`src/rtl/spk_pkg.sv`:
```
package spk_pkg;
    localparam int FRAC_W  = 23;
    localparam int EFLD_W  = 8;
    localparam int BIAS    = 127;
    localparam int GR_W    = 2;
    localparam int KEEP_W  = FRAC_W + 1;
    localparam int MANT_W  = KEEP_W + GR_W;
    localparam int EMAX    = (1 << EFLD_W) - 1;

    typedef enum logic [1:0] {
        CLS_ZERO = 2'd0,
        CLS_NUM  = 2'd1,
        CLS_INF  = 2'd2,
        CLS_NAN  = 2'd3
    } cls_e;

    typedef enum logic [1:0] {
        RM_NEAR = 2'd0,
        RM_ZERO = 2'd1,
        RM_UP   = 2'd2,
        RM_DOWN = 2'd3
    } rmode_e;
endpackage

```
`src/rtl/spk_align.sv`:
```
module spk_align #(
    parameter int MW   = 26,
    parameter int SH_W = $clog2(MW + 1)
) (
    input  logic [MW-1:0]   mant_i,
    input  logic            sticky_i,
    input  logic [SH_W-1:0] shamt_i,
    output logic [MW-1:0]   mant_o,
    output logic            sticky_o
);
    logic [2*MW-1:0] ext;

    always_comb begin
        ext      = {mant_i, {MW{1'b0}}} >> shamt_i;
        mant_o   = ext[2*MW-1:MW];
        sticky_o = sticky_i | (|ext[MW-1:0]);
    end
endmodule

```
`src/rtl/spk_round.sv`:
```
module spk_round
    import spk_pkg::*;
(
    input  rmode_e     mode_i,
    input  logic       sign_i,
    input  logic       lsb_i,
    input  logic [1:0] gr_i,
    input  logic       sticky_i,
    output logic       inc_o,
    output logic       inexact_o,
    output logic       to_inf_o
);
    always_comb begin
        inexact_o = (|gr_i) | sticky_i;
        unique case (mode_i)
            RM_NEAR: begin
                inc_o    = gr_i[1] & (gr_i[0] | sticky_i | lsb_i);
                to_inf_o = 1'b1;
            end
            RM_ZERO: begin
                inc_o    = 1'b0;
                to_inf_o = 1'b0;
            end
            RM_UP: begin
                inc_o    = inexact_o & ~sign_i;
                to_inf_o = ~sign_i;
            end
            default: begin
                inc_o    = inexact_o & sign_i;
                to_inf_o = sign_i;
            end
        endcase
    end
endmodule

```
`src/rtl/sp_packer.sv`:
```
module sp_packer
    import spk_pkg::*;
#(
    parameter int EXP_W = 10
) (
    input  logic                    clk,
    input  logic                    rst_n,
    input  logic                    in_valid,
    input  logic [1:0]              in_class,
    input  logic                    in_sign,
    input  logic signed [EXP_W-1:0] in_exp,
    input  logic [MANT_W-1:0]       in_mant,
    input  logic                    in_sticky,
    input  logic [1:0]              rnd_mode,
    input  logic                    uf_trap_en,
    output logic                    out_valid,
    output logic [31:0]             out_word,
    output logic                    out_inexact,
    output logic                    out_underflow,
    output logic                    out_overflow
);
    localparam int BE_W = EXP_W + 2;
    localparam int SH_W = $clog2(MANT_W + 1);

    typedef struct packed {
        logic                   valid;
        cls_e                   cls;
        logic                   sign;
        rmode_e                 rm;
        logic                   trap;
        logic                   sub;
        logic signed [BE_W-1:0] bexp;
        logic [KEEP_W-1:0]      keep;
        logic [GR_W-1:0]        gr;
        logic                   st;
    } stg1_t;

    typedef struct packed {
        logic        valid;
        logic [31:0] word;
        logic        nx;
        logic        uf;
        logic        of;
    } stg2_t;

    stg1_t s1_d, s1_q;
    stg2_t s2_d, s2_q;

    logic signed [BE_W-1:0] be_d, shraw_d;
    logic [SH_W-1:0]        shamt_d;
    logic [MANT_W-1:0]      al_mant;
    logic                   al_st;
    logic                   r_inc, r_nx, r_inf;
    logic [KEEP_W:0]        sum_d;
    logic signed [BE_W-1:0] efin_d;

    spk_align #(.MW(MANT_W), .SH_W(SH_W)) u_align (
        .mant_i  (in_mant),
        .sticky_i(in_sticky),
        .shamt_i (shamt_d),
        .mant_o  (al_mant),
        .sticky_o(al_st)
    );

    spk_round u_round (
        .mode_i   (s1_q.rm),
        .sign_i   (s1_q.sign),
        .lsb_i    (s1_q.keep[0]),
        .gr_i     (s1_q.gr),
        .sticky_i (s1_q.st),
        .inc_o    (r_inc),
        .inexact_o(r_nx),
        .to_inf_o (r_inf)
    );

    always_comb begin
        // stage 1: bias and subnormal alignment
        be_d    = {{(BE_W-EXP_W){in_exp[EXP_W-1]}}, in_exp} + BE_W'(BIAS);
        shraw_d = BE_W'(1) - be_d;
        shamt_d = '0;
        if (cls_e'(in_class) == CLS_NUM && be_d <= 0) begin
            if (shraw_d > MANT_W) shamt_d = SH_W'(MANT_W);
            else                  shamt_d = shraw_d[SH_W-1:0];
        end
        s1_d.valid = in_valid;
        s1_d.cls   = cls_e'(in_class);
        s1_d.sign  = in_sign;
        s1_d.rm    = rmode_e'(rnd_mode);
        s1_d.trap  = uf_trap_en;
        s1_d.sub   = (be_d <= 0);
        s1_d.bexp  = be_d;
        s1_d.keep  = al_mant[MANT_W-1:GR_W];
        s1_d.gr    = al_mant[GR_W-1:0];
        s1_d.st    = al_st;

        // stage 2: round and pack
        sum_d  = {1'b0, s1_q.keep} + {{KEEP_W{1'b0}}, r_inc};
        efin_d = s1_q.bexp + signed'({{(BE_W-1){1'b0}}, sum_d[KEEP_W]});
        s2_d.valid = s1_q.valid;
        s2_d.nx    = 1'b0;
        s2_d.uf    = 1'b0;
        s2_d.of    = 1'b0;
        s2_d.word  = {s1_q.sign, 31'd0};
        unique case (s1_q.cls)
            CLS_ZERO: ;
            CLS_INF:  s2_d.word[30:0] = {EFLD_W'(EMAX), {FRAC_W{1'b0}}};
            CLS_NAN:  s2_d.word[30:0] = {EFLD_W'(EMAX), 1'b1, s1_q.keep[FRAC_W-2:0]};
            default: begin
                s2_d.nx = r_nx;
                if (s1_q.sub) begin
                    s2_d.word[30:0] = {{(EFLD_W-1){1'b0}}, sum_d[FRAC_W], sum_d[FRAC_W-1:0]};
                    s2_d.uf = ~sum_d[FRAC_W] & (r_nx | s1_q.trap);
                end else if (efin_d >= EMAX) begin
                    s2_d.of = 1'b1;
                    s2_d.nx = 1'b1;
                    if (r_inf) s2_d.word[30:0] = {EFLD_W'(EMAX), {FRAC_W{1'b0}}};
                    else       s2_d.word[30:0] = {EFLD_W'(EMAX - 1), {FRAC_W{1'b1}}};
                end else begin
                    s2_d.word[30:0] = {efin_d[EFLD_W-1:0], sum_d[FRAC_W-1:0]};
                end
            end
        endcase
    end

    always_ff @(posedge clk) begin
        if (!rst_n) begin
            s1_q <= '0;
            s2_q <= '0;
        end else begin
            s1_q <= s1_d;
            s2_q <= s2_d;
        end
    end

    assign out_valid     = s2_q.valid;
    assign out_word      = s2_q.word;
    assign out_inexact   = s2_q.nx;
    assign out_underflow = s2_q.uf;
    assign out_overflow  = s2_q.of;
endmodule

```
`config.mk`:
```
export PLATFORM = sky130hd
export DESIGN_NAME = sp_packer
export DESIGN_NICKNAME = d
export VERILOG_FILES = /design/src/rtl/spk_pkg.sv /design/src/rtl/spk_align.sv /design/src/rtl/spk_round.sv /design/src/rtl/sp_packer.sv
export SDC_FILE = /design/constraint.sdc
export NUM_CORES = 1
export LEC_CHECK = 0
export BUFFER_PORTS_ARGS = -buffer_cell sky130_fd_sc_hd__clkbuf_2
export CAP_MARGIN = 20
export CORE_MARGIN = 4
export CORE_UTILIZATION = 51
export CTS_BUF_LIST = sky130_fd_sc_hd__clkbuf_2 sky130_fd_sc_hd__clkbuf_4 sky130_fd_sc_hd__clkbuf_8
export DETAILED_ROUTE_END_ITERATION = 16
export PLACE_DENSITY = 0.72
export SYNTH_ARGS = -nofsm -noshare
export SYNTH_HDL_FRONTEND = slang
export SYNTH_SLANG_ARGS = --single-unit
```
`constraint.sdc`:
```
create_clock -name clk -period 9.7 [get_ports clk]
set_clock_uncertainty 0.15 [all_clocks]
set_input_delay 1.455 -clock clk [delete_from_list [all_inputs] [get_ports clk]]
set_output_delay 1.455 -clock clk [all_outputs]
set_load 0.01 [all_outputs]
```
**Word level (Yosys, flattened, before mapping)**

Index checks and enable logic that the tools add are counted.

- Reduce and logical (&&, ||, !) cells: 8
- Shifts and indexed selects: 1
- Add/sub/neg operators: 4
- Order comparisons: 3
- Muxes and demuxes: 11
- Bitwise operators: 13
- Equal/unequal tests: 5

Operator list:

| cell | count |
|---|---|
| case mux 31 bit (3 select lines) | 1 |
| two-way mux 31 bit | 2 |
| right shift 52 x 5 -> 52 bit | 1 |
| OR reduction 26 bit | 1 |
| adder 24 x 1 -> 25 bit | 1 |
| two-way mux 24 bit | 1 |
| adder 11 x 2 -> 12 bit | 1 |
| >= comparator 12 x 9 -> 1 bit, second input constant | 1 |
| greater-than comparator 12 x 6 -> 1 bit, second input constant | 1 |
| subtractor 2 x 11 -> 12 bit, first input constant | 1 |
| adder 10 x 8 -> 11 bit, second input constant | 1 |
| less-or-equal comparator 11 x 1 -> 1 bit, second input constant | 1 |
| two-way mux 5 bit | 2 |
| OR reduction 5 bit | 2 |
| == test 2 bit, second input constant | 3 |
| case mux 1 bit (3 select lines) | 2 |
| OR 1 bit | 5 |
| bitwise AND 1 bit | 4 |
| == test 2 x 1 -> 1 bit, second input constant | 2 |
| logical NOT 2 bit | 2 |
| NOT 1 bit | 4 |
| OR reduction 4 bit | 1 |
| two-way mux 1 bit | 3 |
| OR reduction 2 bit | 1 |
| logical AND 1 bit | 1 |

- Bits of input ports: 46
- Output and inout bits: 36
- Logic and storage cells: 60
- Flip-flop bits (word level): 82

**Depth between registers and ports, before layout**

Gate-level depths: netlist (run 1).

- Depth after elaboration: 10
- Gate-level depth with buffers: 31

**By module**

From an unflattened synthesis (run 1), not the netlist that was laid out.

- Cell total of the unflattened synthesis: 665
- Area, all modules: 5843.1 um2

By module, submodules not included:

| module | seq. area each (um2) | times used | cells each | area each (um2) |
|---|---|---|---|---|
| sp_packer | 1641.6 | 1 | 436 | 3898.7 |
| spk_align | 0.0 | 1 | 218 | 1866.8 |
| spk_round | 0.0 | 1 | 11 | 77.6 |

**Worst setup path after synthesis (run 1)**

No wires, ideal clock.

- Kind: in2reg
- From: in in_exp[0]
- To: reg s1_q[0] (netlist bit)
- Path buffers: 3
- Stages on the path: 18
- Setup slack: 3925 ps
- Arrival: 5501 ps
- Path through: buf_2 > inv_1 > ha_1 > buf_4 > or3b_1 > buf_2 > nor3b_1 > o311ai_1 > or4_4 > o211a_4 > a221oi_4 > nand2_2 > o221a_2 > a22o_1 > mux2_4 > or4_1 > nor4_1 > a21oi_1

- Longest elaborated chain between the ends: 8

Ends and longest elaborated chain:

| item | RTL line | text |
|---|---|---|
| start, declared | sp_packer.sv:11 | `input logic signed [EXP_W-1:0] in_exp,` |
| adder 10 x 8 -> 11 bit (*) | sp_packer.sv:78 | `be_d = {{(BE_W-EXP_W){in_exp[EXP_W-1]}}, in_exp} + BE_W'(BIAS);` |
| net be_d[0] | sp_packer.sv:49 | `logic signed [BE_W-1:0] be_d, shraw_d;` |
| subtractor 2 x 11 -> 12 bit | sp_packer.sv:79 | `shraw_d = BE_W'(1) - be_d;` |
| greater-than comparator 12 x 6 -> 1 bit | sp_packer.sv:82 | `if (shraw_d > MANT_W) shamt_d = SH_W'(MANT_W);` |
| two-way mux 5 bit | sp_packer.sv:82 |  |
| two-way mux 5 bit (*) | sp_packer.sv:81 | `if (cls_e'(in_class) == CLS_NUM && be_d <= 0) begin` |
| right shift 52 x 5 -> 52 bit (*) | spk_align.sv:14 | `ext = {mant_i, {MW{1'b0}}} >> shamt_i;` |
| OR reduction 26 bit (*) | spk_align.sv:16 | `sticky_o = sticky_i \| (\|ext[MW-1:0]);` |
| OR 1 bit (*) | spk_align.sv:16 |  |
| end signal, assigned | sp_packer.sv:127 | `s1_q <= '0;` |
| end signal, assigned | sp_packer.sv:130 | `s1_q <= s1_d;` |
| end, declared | sp_packer.sv:46 | `stg1_t s1_d, s1_q;` |

The timed path passes the listed nets; every way through them passes the cells marked *.
A chain may end at the register's enable or synchronous reset.

**Worst setup path in the final report (run 1)**

Ends and elaborated chain as after synthesis.

==> impl_summary.md, run 1 <==
Drt
The routed layout has approximately 6900 vias. The detail route stage leaves a number of antenna-violating nets equal to 0. The routed via count divided by cell count is about 7. Wires add up to between 20000 and 25000 um. Dividing the detail-routed wire length by the instance count gives 21.1 um. Before antenna repair, the detailed router went through 6 iterations. The violation count after the first detailed-routing iteration is 946. The count of unresolved DRC violations after routing is 0.

Yosys
Summing the areas of all and, or, nand and nor instances in the mapped netlist gives 26.5% of the synthesized area. The combinational family with the most area after synthesis is compound AO/OA/AOI/OAI gates. Summing the areas of all xor and xnor instances in the mapped netlist gives 2.51% of the synthesized area. The synthesis-stage register bit count is between 80 and 90. Among all flip-flop cells after synthesis, the most frequent one is sky130_fd_sc_hd__dfxtp_1. The post-synthesis compound-gate area fraction is 34.2%. For this run, the number of Yosys warnings is 0. The synthesized netlist devotes 1.81% of its cell area to adder and majority cells. The fraction of registers with async set/reset is 0%. The gate count after technology mapping is 813. The synthesized design contains 0 enable-type register cells.

The portion of synthesized area spent on multiplexers is 3.46%. The cell taking the most area after synthesis is sky130_fd_sc_hd__dfxtp_1. Summing every instance area after synthesis gives 6230 um^2. The synthesized net count is 868. The average instance area after synthesis is approximately 7.7 um^2. The fraction of the yosys area taken by sequential cells is 26.4%. Sorting the synthesized cells by area gives the leading types as sky130_fd_sc_hd__dfxtp_1 26%, sky130_fd_sc_hd__o21ai_0 5.3%, sky130_fd_sc_hd__nor2_1 3.9%, sky130_fd_sc_hd__a22o_1 3.7%, sky130_fd_sc_hd__nand2_1 3.6%. The synthesized netlist contains 87 unique library cells. Summed over its instances, the top area cell type makes up between 20% and 30% of the synthesized netlist area.

Clocking
The number of gates resized after CTS is 0. The clock passes through at most 2 buffers. After clock tree synthesis, the clock-pin slew on the worst setup and hold paths is 90 ps. The post-CTS setup repair buffer count is 0. In this run the clock root is driven by a sky130_fd_sc_hd__clkbuf_8.

The CTS tree is done. The clock buffer count from CTS is 9. The clock tree synthesis step divided the H-tree into 3 levels. Hold repair after CTS inserted 0 buffers. The insertion delay to the later sink of the worst-skew pair is 360 ps. The clock drives 82 sinks.

Setup path
Traced cell by cell, the critical path runs through clkbuf_2, buf_4, inv_1, ha_1, or3b_1, nor3b_1, nor3_1, o41ai_1, and2_1, buf_4, and3_1, a21oi_1, a22o_1, mux2_4, or4_1, nor4_1, a21oi_1. The startpoint identified for the worst register-to-register timing path is s1_q[42]. STA puts the critical path data arrival time at 7370 ps.

The number of buffers and inverters on the critical path is 4. In this run the worst path has a maximum fanout of 40. The slowest stage cell on the critical path is sky130_fd_sc_hd__and2_1. The startpoint of the most critical setup path is in_exp[0]. The critical path in this run is classified as primary input to flop. The critical path endpoint category is a flop. The stage delay of the slowest cell on the critical path is 880 ps. The kind of cell with the highest combined delay on the critical path is simple AND/OR/NAND/NOR gates.

STA puts the critical path data required time at 9780 ps. The worst setup path is launched from a primary input.

Place
The count of buffers added on input and output ports is 81. The sum of net half-perimeters after detailed placement is 15800 um. After detailed placement, the design holds a cell count of slightly below 1000. The last weighted congestion value of the routability-driven placer is just over 1.

Timing analysis after detailed placement gives a worst setup slack of 2230 ps.

Cells and area
The layout cell share with drive strength beyond 1 is between 10% and 20%. Measured on the finished design, the core utilization comes to 57.4%. The most frequent standard cell in the layout excluding fill and tap cells is sky130_fd_sc_hd__dfxtp_1. The finished layout holds 1010 standard cells, fillers aside. Fill cells in the final layout number 1123. The library cells used most frequently in the layout, excluding fill and tap cells, are 82 x sky130_fd_sc_hd__dfxtp_1, 81 x sky130_fd_sc_hd__clkbuf_2, 66 x sky130_fd_sc_hd__o21ai_0. The number of nets at the end of the flow is 913. From synthesis to final layout, the design area changed by 10.2%. The number of antenna diodes in the final layout is 0.

Pwr
The cell leakage power is about 2.7 nW. The largest vdd supply drop is 54.0 uV. Dividing total power by cell area gives a power density of between 100 and 150 nW/um^2.

Timing
The smallest clock period supported by the final layout is computed as 7290 ps. The final hold violation count is 0. Setup repair after global routing left no endpoint under its margin.

Setup violations remaining at the end of the flow were counted as 0. The final critical path takes up approximately three quarters of the cycle. The count of final max-slew check failures was 0. For this run, the top clock speed supported by timing is 137 MHz. Headroom to the max-slew limit came out at a little over a quarter. The pin slew with the least headroom to its limit is 1080 ps.

The final worst slack is 2410 ps. The final setup TNS is 0 ps.

Worst hold path
The worst hold path begins at s1_q[46]. The worst min-delay path category is flop to flop.

GRT
The all-layer global routing usage is ~29%. Entering global routing, the biggest net connects 41 pins. The number of antenna violations at the first check in global routing is 0. The number of global-route vias before repair is between 6000 and 7000. The global-route wire length before repair is 33600 um. The remaining global-route overflow is 0.

Die
Measured along the x axis, the die boundary spans 119 um. From bottom edge to top edge, the die measures 119 um. The number of top-level pins is 82.

The die covers 14000 um^2. The initial core utilization is 52.1%. The placeable core region is 12000 um^2. The initialized floorplan defines 40 standard-cell rows.

Job
The tool flagged a number of max-cap violations equal to 0.

Run status
The run finished with clean final reports.
## logic make-up (layout without fill, tap and decap cells)
kind of cell | count (synthesis) | in the layout
and+or+nand+nor | 318 | 318
AOI/OAI and AO/OA | 290 | 290
DFF | 82 | 82
buffers and inverters | 78 | 128
muxes | 19 | 19
xor gates and xnor gates | 17 | 17
adders and majority gates | 9 | 9
## registers in the layout (all words and copies together) (netlist names)
| signal | count |
|---|---|
| out_inexact | 1 |
| out_overflow | 1 |
| out_underflow | 1 |
| out_valid | 1 |
| out_word | 32 |
| s1_q | 46 |
## metal layers
| metal | track usage, % | wire [um] | share of wire, % |
|---|---|---|---|
| met4 | 9.12 | 478 | 2.2 |
| met5 | 0 | 0 | 0 |
| met1 | 39.7 | 9150 | 43 |
| met3 | 5.26 | 1930 | 9.1 |
| met2 | 46.6 | 9760 | 46 |
## final cells by class
type	count	area (um^2)	share of cell area, %
timing repair buffer	93	495	7.22
clock inverter	6	71.3	1.04
sequential	82	1640	23.9
tap	147	184	2.68
inverter	19	71.3	1.04
multi-input combinational	653	4260	62.1
clock buffer	10	138	2.01
## synth_stat cells (all sizes together) (5+ instances only)
cell	count
a31oi	14
xor2	9
ha	9
o211ai	11
and2	25
and3	22
mux2i	14
or3	8
o221a	6
o32ai	13
o41ai	5
o21a	5
buf	24
or4	5
o22a	6
nor2b	20
a22o	26
nor2	66
o31ai	12
a21oi	31
a21boi	6
o22ai	14
o21ai	71
nor3	26
nand3	37
nand2	61
clkbuf	35
a211o	5
a22oi	6
nor4	5
o311ai	6
o221ai	10
a211oi	6
xnor2	8
a221oi	7
nand2b	17
dfxtp	82
nand4	11
inv	19
## final timing paths
| path | slack (ps) | end | cells after the start |
|---|---|---|---|
| setup / recovery | 2410 | s1_q[0] | 17 |
| setup reg to reg | 3500 | out_word[6] | 31 |
| hold reg to reg | 290 | out_valid | 1 |
| hold / removal | 290 | out_valid | 1 |
## per-stage QoR
step                hold slack (ps)  instance area (um^2)  total power [mW]
floorplan                       262                  6230             0.547
global placement                265                  6650             0.628
detailed placement              276                  6650             0.629
CTS                             299                  6860             0.881
global route                    325                  6860             0.926
finish                          292                  6860             0.885
## power breakdown
group	switching (mW)	internal [mW]
sequential	0.0161	0.358
clock	0.124	0.128
combinational	0.169	0.0902
## worst register-to-register path, delay by kind of cell (launching register included)
family / cells / cell delay (ps)
and+or+nand+nor: 17 / 2710
DFF: 1 / 400
adders and majority gates: 5 / 1150
buffers and inverters: 2 / 440
AOI/OAI and AO/OA: 7 / 1310
Power figures use the tool's default switching activity.
==> run 2, diff against run 1 <==
==> constraint.sdc (replaced) <==
create_clock -name clk -period 7.2 [get_ports clk]
set_clock_uncertainty 0.15 [all_clocks]
set_input_delay 1.08 -clock clk [delete_from_list [all_inputs] [get_ports clk]]
set_output_delay 1.08 -clock clk [all_outputs]
set_load 0.01 [all_outputs]
==> run 2 against run 1 <==
  * Wire length down 0.60%
  * Flip-flop and latch count unchanged
  * Worst setup slack worse by 1400 ps
  * Die area unchanged
  * Non-clock buffer count up 3
  * Highest routed layer unchanged
  * Sequential power up 35%
  * Count of clock-buffer cells in the layout unchanged
  * Global-route usage down 0.25 points
  * Core utilization up 0.052 points
  * Total power up 32%
  * Critical path type is now flop to flop
  * First-iteration DRC count up 11%
==> impl_summary.md, run 2 (same netlist as run 1, synthesis figures left out) <==
Timing
The final setup TNS came to 0 ps (unchanged). The worst slew slack as a fraction of its limit is 33.1% (+6.1 points). The worst path uses 85.9% of the clock period. The count of final max-slew check failures came to 0 (unchanged).

The final hold violation count is 0 (unchanged). The pin slew with the least headroom to its limit is 991 ps (-90.0 ps). The maximum clock rate is about 160 MHz. The final setup violation count is 0 (unchanged).

The clock period minus final worst setup slack is 6190 ps. Setup repair after global routing left no endpoint under its margin. The worst hold slack after final layout was 298 ps (+6.43 ps).

Pwr
The overall power consumption is 1.17 mW (+32%). The largest vdd supply drop is 80.8 uV (+50%). The ratio of total power to cell area is 170 nW/um^2 (+32%). The cell leakage power came to 2.75 nW (+0.56%).

Place
The last weighted congestion value of the routability-driven placer is 1.03 (-0.33%). The sum of net half-perimeters after detailed placement is 15700 um (about the same). The count of buffers from port buffering is 81 (unchanged).

Die
The row count is 40 (unchanged). The area of the die was 14000 um^2 (unchanged). The initial core utilization is 52.1% (unchanged).

The number of top-level pins is 82 (unchanged). The height of the chip is 119 um (unchanged). The placeable core region is 12000 um^2 (unchanged).

The die extent in x was 119 um (unchanged).

Cells and area
The number of nets at the end of the flow came to 916 (+0.33%). In the layout the commonest cells are 82 x sky130_fd_sc_hd__dfxtp_1, 81 x sky130_fd_sc_hd__clkbuf_2, 66 x sky130_fd_sc_hd__o21ai_0. The layout cell share with drive strength beyond 1 is 17.1% (+0.29 points). The register with the most flip-flops is s1_q. The total of fill cells in the finished design is 1160 (+3.3%). The area taken by flip-flops and latches was 1640 um^2 (unchanged). The most frequent standard cell in the layout excluding fill and tap cells is sky130_fd_sc_hd__dfxtp_1.

The total area of multi-input combinational cells is 4260 um^2 (unchanged). The number of flip-flops in the largest register is 46 (unchanged). The total inserted antenna cells was 0 (unchanged). The layout-stage area growth over the synthesis result was 10.3% (about the same).

GRT
The all-layer global routing usage is 28.8% (-0.25 points). The number of global-route vias before repair is 6282 (+0.26%). The number of antenna violations at the first check in global routing is 0 (unchanged).

The global-route wire length before repair is 33400 um (-0.70%). The remaining global-route overflow was 0 (unchanged). The maximum number of pins on one net before global-route repair is 40 (-2.4%).

Clocking
The clock buffer count from CTS is 9 (unchanged). The CTS tree is done. In this run the clock root is driven by a sky130_fd_sc_hd__clkbuf_8. The buffer levels on the longest clock path is 2 (unchanged). The number of buffers inserted for hold repair after clock tree synthesis is 0 (unchanged). The number of gates resized after CTS was 0 (unchanged). The deepest level of the CTS H-tree is 3 (unchanged). The clock slew seen by the registers of the worst setup and hold paths was 90 ps (about the same). The number of clock sinks is 82 (unchanged). The post-CTS setup repair buffer count is 0 (unchanged). The insertion delay to the later sink of the worst-skew pair was 360 ps (about the same).

Run status
The flow ran to the end, and the final reports show no timing, DRC or antenna violations.

Setup path
The path type of the worst setup path is flop to flop. The critical path data arrival time is 6340 ps (-1030 ps). The critical path endpoint category is a flop.

The slack of the worst reg-to-reg path came to 1010 ps (-2490 ps). The maximum fanout along the worst path came to 24 (-40%). On the critical path, the stage with the largest delay is an instance of sky130_fd_sc_hd__dfxtp_1. The worst setup path is launched from a flop. The stage delay of the slowest cell on the critical path is 380 ps (-500 ps).

The data required time of the worst path is 7350 ps (-2430 ps).

Worst hold path
The worst min-delay path category is flop to flop.

Job
The reported max-cap violation count is 0 (unchanged).

Drt
The count of unresolved DRC violations after routing is 0 (unchanged). The detailed-router iteration count before antenna repair is 6 (unchanged). The total wire length is 21200 um (-0.60%). The vias after detailed routing is 6890 (+0.087%). The violation count after the first detailed-routing iteration came to 1051 (+11%). The remaining number of nets flagged by the antenna check after routing came to 0 (unchanged). The routed via count divided by cell count is 6.80 (-0.21%). The final routed wire length divided by cell count is 20.9 um (-0.89%).
run 2: changes by cell type in the layout (fill, tap and decap cells not counted):
cell | before | now
sky130_fd_sc_hd__bufinv_16 | 1 | 0
sky130_fd_sc_hd__inv_6 | 3 | 4
sky130_fd_sc_hd__clkinv_4 | 0 | 1
sky130_fd_sc_hd__inv_8 | 0 | 1
sky130_fd_sc_hd__clkinvlp_4 | 2 | 0
sky130_fd_sc_hd__buf_4 | 12 | 15
run 2: critical path, delay by kind of cell (launching register included):
family,cells,cell delay (ps)
and+or+nand+nor,17,2750
AOI/OAI and AO/OA,7,1280
adders and majority gates,5,1150
buffers and inverters,2,430
DFF,1,380
run 2: final timing paths:
kind / startpoint / to / cells past startpoint
setup / recovery: s1_q[42] / out_word[4] / 31
hold / removal: s1_q[46] / out_valid / 1
setup reg to reg: s1_q[42] / out_word[4] / 31
hold reg to reg: s1_q[46] / out_valid / 1
run 2: layout make-up:
type	instances	share of cell area [%]
tap	147	2.68
sequential	82	23.9
multi-input combinational	653	62.0
inverter	19	1.04
clock buffer	10	2.00
clock inverter	6	0.801
timing repair buffer	96	7.54
run 2: through the flow:
step                      worst slack, ps  utilization [%]  area [um^2]  instances
after detailed placement              877             55.8         6680        997
after global routing                  532             57.4         6870       1013
after global placement                979             55.8         6680        997
final                                1010             57.4         6870       1013
after CTS                            1080             57.4         6870       1013
after floorplan                      1800                -         6230        813
run 2: report_power, final:
group          leakage (nW)  total (mW)  internal, mW  switching [mW]
Combinational          1.98       0.348         0.123           0.226
Clock                 0.100       0.316         0.142           0.174
Sequential            0.676       0.504         0.482          0.0220
Total                  2.75        1.17         0.747           0.422
run 2: routing by layer:
metal / global-route usage, % / vias up / share of wire (%)
met5: 0 / - / 0
met4: 11.3 / 0 / 3.2
met3: 5.89 / 66 / 9.5
met2: 45.4 / 442 / 45
met1: 38.7 / 3185 / 42
li1: - / 3197 / -
